<file path="config.mk">
export PLATFORM = sky130hd
export DESIGN_NAME = in_ep_pktbuf
export DESIGN_NICKNAME = d
export VERILOG_FILES = /design/src/rtl/pktbuf_pkg.sv /design/src/rtl/pktbuf_ctrl.sv /design/src/rtl/pktbuf_mem.sv /design/src/rtl/pktbuf_uflow.sv /design/src/rtl/in_ep_pktbuf.sv
export SDC_FILE = /design/constraint.sdc
export NUM_CORES = 1
export LEC_CHECK = 0
export BUFFER_PORTS_ARGS = -buffer_cell sky130_fd_sc_hd__clkbuf_2
export CAP_MARGIN = 10
export CORE_AREA = 2 2 180 359
export DETAILED_ROUTE_END_ITERATION = 10
export DIE_AREA = 0 0 182 361
export PLACE_DENSITY = 0.93
export SLEW_MARGIN = 25
export SYNTH_ARGS = -nofsm -noshare
export SYNTH_HDL_FRONTEND = slang
export SYNTH_SLANG_ARGS = --single-unit
</file>
<file path="constraint.sdc">
create_clock -name clk -period 4.6 [get_ports clk]
set_input_delay 0.23 -clock clk [delete_from_list [all_inputs] [get_ports clk]]
set_output_delay 0.23 -clock clk [all_outputs]
set_load 0.03 [all_outputs]
</file>
<file path="src/rtl/pktbuf_pkg.sv">
package pktbuf_pkg;

  function automatic int clamp_len(int req, int cap);
    return (req > cap) ? cap : req;
  endfunction

  function automatic bit hits_max(int filled, int maxp);
    return filled == maxp;
  endfunction

  function automatic logic [1:0] next_cnt(logic [1:0] cur, logic add, logic sub);
    return cur + {1'b0, add} - {1'b0, sub};
  endfunction

endpackage

</file>
<file path="src/rtl/pktbuf_ctrl.sv">
module pktbuf_ctrl #(
  parameter int MAX_BYTES = 64,
  localparam int CW = $clog2(MAX_BYTES + 1)
) (
  input  logic          clk,
  input  logic          rst_n,
  input  logic [CW-1:0] cfg_maxp,
  input  logic          cfg_auto_commit,
  input  logic          wr_en,
  input  logic          commit,
  input  logic          flush,
  input  logic          tx_done,
  input  logic          rd_start,
  input  logic          rd_en,
  output logic          wr_acc,
  output logic          auto_hit,
  output logic          com_evt,
  output logic          rel_evt,
  output logic          wsel,
  output logic          head,
  output logic [1:0]    pkt_cnt,
  output logic [CW-1:0] fill,
  output logic [CW-1:0] rd_idx,
  output logic [CW-1:0] head_len
);
  localparam logic [CW-1:0] CAP = CW'(MAX_BYTES);

  logic [1:0]    cnt_q;
  logic          wsel_q, head_q;
  logic [CW-1:0] fill_q, rdi_q;
  logic [CW-1:0] len_q [2];
  logic [CW-1:0] maxp_e, com_len;

  assign maxp_e   = CW'(pktbuf_pkg::clamp_len(int'(cfg_maxp), int'(CAP)));
  assign wr_acc   = wr_en && (cnt_q != 2'd2) && (fill_q < maxp_e);
  assign auto_hit = wr_acc && cfg_auto_commit &&
                    pktbuf_pkg::hits_max(int'(fill_q) + 1, int'(maxp_e));
  assign com_evt  = (commit || auto_hit) && (cnt_q != 2'd2);
  assign rel_evt  = (tx_done || flush) && (cnt_q != 2'd0);
  assign com_len  = fill_q + CW'(wr_acc);

  always_ff @(posedge clk) begin
    if (!rst_n) begin
      cnt_q  <= '0;
      wsel_q <= 1'b0;
      head_q <= 1'b0;
      fill_q <= '0;
      rdi_q  <= '0;
      for (int i = 0; i < 2; i++) len_q[i] <= '0;
    end else begin
      cnt_q <= pktbuf_pkg::next_cnt(cnt_q, com_evt, rel_evt);
      if (com_evt) begin
        len_q[wsel_q] <= com_len;
        wsel_q        <= ~wsel_q;
        fill_q        <= '0;
      end else if (wr_acc) begin
        fill_q <= fill_q + 1'b1;
      end
      if (rel_evt) head_q <= ~head_q;
      if (rel_evt || rd_start)
        rdi_q <= '0;
      else if (rd_en && (cnt_q != 2'd0) && (rdi_q < len_q[head_q]))
        rdi_q <= rdi_q + 1'b1;
    end
  end

  assign wsel     = wsel_q;
  assign head     = head_q;
  assign pkt_cnt  = cnt_q;
  assign fill     = fill_q;
  assign rd_idx   = rdi_q;
  assign head_len = len_q[head_q];
endmodule

</file>
<file path="src/rtl/pktbuf_mem.sv">
module pktbuf_mem #(
  parameter int DW = 8,
  parameter int DEPTH = 64,
  localparam int AW = $clog2(DEPTH)
) (
  input  logic          clk,
  input  logic          we,
  input  logic          wsel,
  input  logic [AW-1:0] waddr,
  input  logic [DW-1:0] wdata,
  input  logic          rsel,
  input  logic [AW-1:0] raddr,
  output logic [DW-1:0] rdata
);
  logic [1:0][DW-1:0] slot_rd;

  for (genvar g = 0; g < 2; g++) begin : g_slot
    logic [DW-1:0] arr [DEPTH];
    always_ff @(posedge clk) begin
      if (we && (wsel == 1'(g))) arr[waddr] <= wdata;
    end
    assign slot_rd[g] = arr[raddr];
  end

  assign rdata = slot_rd[rsel];
endmodule

</file>
<file path="src/rtl/pktbuf_uflow.sv">
module pktbuf_uflow (
  input  logic clk,
  input  logic rst_n,
  input  logic set_evt,
  input  logic clr,
  input  logic irq_en,
  output logic flag,
  output logic irq
);
  logic flag_q;

  always_ff @(posedge clk) begin
    if (!rst_n)       flag_q <= 1'b0;
    else if (set_evt) flag_q <= 1'b1;
    else if (clr)     flag_q <= 1'b0;
  end

  assign flag = flag_q;
  assign irq  = flag_q & irq_en;
endmodule

</file>
<file path="src/rtl/in_ep_pktbuf.sv">
module in_ep_pktbuf #(
  parameter int DW = 8,
  parameter int MAX_BYTES = 64,
  localparam int CW = $clog2(MAX_BYTES + 1),
  localparam int AW = $clog2(MAX_BYTES)
) (
  input  logic          clk,
  input  logic          rst_n,
  input  logic [CW-1:0] cfg_maxp,
  input  logic          cfg_auto_commit,
  input  logic          cfg_iso,
  input  logic          cfg_irq_en,
  input  logic          wr_en,
  input  logic [DW-1:0] wr_data,
  input  logic          commit,
  input  logic          flush,
  input  logic          uflow_clr,
  input  logic          rd_start,
  input  logic          rd_en,
  input  logic          tx_done,
  output logic [DW-1:0] rd_data,
  output logic [CW-1:0] rd_len,
  output logic [CW-1:0] fill_level,
  output logic          not_empty,
  output logic          buf_full,
  output logic          uflow,
  output logic          uflow_irq
);
  logic          wr_acc, auto_hit, com_evt, rel_evt, starve_evt;
  logic          wsel, head;
  logic [1:0]    pkt_cnt;
  logic [CW-1:0] fill, rd_idx, head_len;

  pktbuf_ctrl #(.MAX_BYTES(MAX_BYTES)) u_ctrl (
    .clk, .rst_n, .cfg_maxp, .cfg_auto_commit, .wr_en, .commit, .flush,
    .tx_done, .rd_start, .rd_en, .wr_acc, .auto_hit, .com_evt, .rel_evt,
    .wsel, .head, .pkt_cnt, .fill, .rd_idx, .head_len
  );

  pktbuf_mem #(.DW(DW), .DEPTH(MAX_BYTES)) u_mem (
    .clk, .we(wr_acc), .wsel, .waddr(fill[AW-1:0]), .wdata(wr_data),
    .rsel(head), .raddr(rd_idx[AW-1:0]), .rdata(rd_data)
  );

  assign starve_evt = rd_start && cfg_iso && (pkt_cnt == 2'd0);

  pktbuf_uflow u_uflow (
    .clk, .rst_n, .set_evt(starve_evt), .clr(uflow_clr), .irq_en(cfg_irq_en),
    .flag(uflow), .irq(uflow_irq)
  );

  assign not_empty  = (pkt_cnt != 2'd0);
  assign buf_full   = (pkt_cnt == 2'd2);
  assign fill_level = fill;
  assign rd_len     = not_empty ? head_len : '0;
endmodule

</file>
==> results by group <==
Status
  • Status: finished, final reports clean

Power and ir drop
  • Overall Power: approximately 20 mW
  • Combinational power share: 9.5%
  • P_int: roughly 15 mW
  • Clock power frac: 36.7%
  • Leakage power: 14.2 nW
  • Net Sw Frac: a little under a quarter
  • Sequential share of power: 53.8%
  • PD cells: 432 nW/um2
  • Max VDD drop: 0.388 mV
  • Psw: approximately 4.8 mW

Synthesis
  • Ys flop type: edfxtp_1
  • Mux contribution to synthesized area: 15.5%
  • EDFF count, synth: 1038
  • Synth Net Count: 2112
  • Number of synthesized register bits: 1064
  • Largest cells by area after synthesis: edfxtp_1 (74%), mux4_2 (14%), mux2i_1 (1.7%)
  • Avg Inst Size Synth: 20.3 um2
  • Cell Area, Synth: roughly 42000 um2
  • Distinct cells, synth: 56
  • Compound-cell area share of the yosys netlist: under 10%
  • Top cell type's share of synthesized area: 74.4%
  • Post-Syn Instances: 2066
  • XOR/XNOR share of the synthesized area: 0.463%
  • Yosys top cell by area: edfxtp_1
  • Yosys warns: 0
  • Async set or reset register ratio after synthesis: 0%
  • Simple-gate share of the synthesized area: 3.93%
  • Largest family of logic cells by synthesized area: multiplexers
  • Synth Area in Adders: less than 1%
  • Register area share after synthesis: 75.7%

Placed design
  • GPL Wtd Cong: about 0.92
  • Dpl ws: 1.02 ns
  • Port bufs: 52
  • Dpl hpwl: roughly 65000 um

GRT
  • GRT Util Overall: 35.2%
  • Largest net degree at the start of global routing: 102
  • First-pass GRT wire length: 163000 um
  • Antenna violations before repair: 2
  • Total gr overflow: 0
  • Vias in the first global route: 23.4k

Hold path
  • Worst hold path type: in2reg

Worst setup path
  • Crit. End Element: output port
  • Worst Path Arrival: 3.97 ns
  • Slowest stage delay, CP: 0.86 ns
  • Sequence of cells on the critical path: buf_4, mux4_2, o22ai_1, a211oi_1, o211ai_1, nand4_1, clkbuf_2
  • CP max-delay cell: dfxtp_4
  • Kind of critical path: reg2out
  • Worst-path maximum fanout: 31
  • Critical path required time: 4.37 ns
  • Worst setup SP type: register

Timing
  • Rel. slew slack: 31.2%
  • Max-slew violations: 0
  • Max Clk Rate: 0.238 GHz
  • # setup viols final: 0
  • Worst-margin pin slew: 1.03 ns
  • Setup ws final: 0.400 ns
  • Final period util: 91.3%
  • Setup total negative slack: 0 ns
  • Final hold slack: about 0.028 ns
  • RSZ-0062 raised after global routing: false
  • Hold Fails Final Rpt: 0
  • Clock skew: around 0.019 ns
  • Tmin final: 4.20 ns

Drt
  • WL final: 114000 um
  • DR vias: 23.1k
  • # DRC: 0
  • Detailed Routing Iterations Pass 1: 8
  • Antenna Violating Nets Remaining: 0
  • Post-DR wirelength/cell: 37.0 um
  • DR iter-0 viols: 3934
  • Vias per cell: 7.55

Flow run
  • Max-capacitance violation count: 0

Clock tree
  • Clk root buf: clkbuf_16
  • Worst-skew pair later-pin latency: ~0.64 ns
  • Num CTS Buffers: 82
  • Htree depth: 3
  • Clock buffer depth: 3
  • Post-CTS setup buffer count: 0
  • Clock sinks: around 1.1k
  • PostCTS Resize Cnt: 0
  • Clock slew at reported path FFs: about 0.070 ns
  • Post-cts hold buffer count: 3
  • CTS tree: built

Final layout
  • Final net count: 2253
  • Share of layout cells above drive strength 1: around a quarter
  • Core Util, Final: 74.1%
  • P&R area growth vs syn: 11.0%

Floorplanning
  • Row count: between 100 and 150
  • Die width: approximately 180 um
  • Core area: roughly 63000 um2
  • I/O pins: 53
  • Die area: ~66000 um2
  • Die Ht: 361 um
  • Starting Density: between 60% and 70%
[power by group through the flow]
| stage | Clock [mW] | Combinational, mW | Sequential, mW |
|---|---|---|---|
| finish | 7.38 | 1.91 | 10.8 |
| global route | 7.67 | 1.97 | 10.8 |
| CTS | 7.35 | 1.85 | 10.8 |
| detailed placement | 0 | 1.80 | 11.0 |
| global placement | 0 | 1.73 | 11.0 |
| floorplan | 0 | 1.12 | 10.9 |
[flip-flops by register name, indices dropped and copies added, names as in the netlist, named ones only]
name and flops:
u_mem.g_slot.arr 1024, u_ctrl.rd_idx 7, u_ctrl.len_q 14, u_ctrl.wsel 1
u_uflow.flag 1, u_ctrl.pkt_cnt 2, u_ctrl.fill 7, u_ctrl.head 1
[placed cells by master, fill, tap and decap left out, types with 7 or more instances in the layout]
master and n:
clkinv_2 16, nand3_1 13, nor3_1 68, mux4_2 256, xnor2_1 13, and2_1 7
o211ai_1 17, ha_1 19, nor4_1 9, o22ai_1 40, edfxtp_1 1038, a21oi_1 20
buf_12 9, inv_1 13, mux2i_1 73, clkbuf_16 85, o21ai_0 27, dfxtp_1 22
a22oi_1 8, bufinv_16 10, buf_4 124, clkinv_1 15, or3_1 9, clkbuf_1 8
a211oi_1 16, nand3b_1 7, clkbuf_2 44, a2111oi_0 8, nand2_1 66, nor2_1 118
nand4_1 14
[cell usage after synthesis (all sizes together), types with 14 or more instances]
| master | number |
|---|---|
| ha | 19 |
| clkbuf | 64 |
| mux2i | 73 |
| mux4 | 256 |
| edfxtp | 1038 |
| o22ai | 40 |
| nor3 | 69 |
| buf | 63 |
| nand4 | 14 |
| nor2 | 120 |
| nand2 | 67 |
| o21ai | 28 |
| dfxtp | 26 |
| a21oi | 20 |
| a211oi | 16 |
| inv | 14 |
| o211ai | 17 |
[layer usage]
metal  global-route usage, %  routed length, um
met1                    41.0              33600
met2                    58.5              57400
met3                    7.51              12500
met4                    25.3              10000
met5                       0                 13
[path summary, 6_finish.rpt]
check	slack [ns]	startpoint	endpoint	cells after the start
worst max register to register	0.80	u_ctrl.fill[0]	u_mem.g_slot[0].arr[36][7]	10
worst min-delay path	0.03	rst_n	u_uflow.flag	2
worst min register to register	0.52	u_ctrl.rd_idx[6]	u_ctrl.rd_idx[6]	2
worst max-delay path	0.40	register	rd_data[5]	7
[kinds of logic after synthesis]
group,Yosys count
compound gates,148
xor+xnor,19
fa+ha+maj,19
buf+inv,141
flops,1064
mux,329
simple gates,346
[final cells by class]
type | count | area, um2
fill | 3097 | 16300
clock inverter | 57 | 569
timing repair buffer | 184 | 1420
multi-input combinational | 861 | 9600
tap | 792 | 991
antenna | 1 | 2.50
clock buffer | 93 | 2160
sequential | 1064 | 31700
inverter | 14 | 52.6
[metrics by stage]
step,cell area (um2),cells
4_1_cts,46400,3064
3_3_place_gp,43700,2911
5_1_grt,46500,3065
3_5_place_dp,43700,2911
6_report,46500,3066
2_1_floorplan,41900,2066
[critical path: cells and delay by family, from the launching register on]
family / cells / cell delay, ns
AOI/OAI and AO/OA: 3 / 1.01
DFF: 1 / 0.86
buffers and inverters: 2 / 0.68
muxes: 1 / 0.55
and+or+nand+nor: 1 / 0.21
No activity file was read; power rests on OpenSTA's default activity.
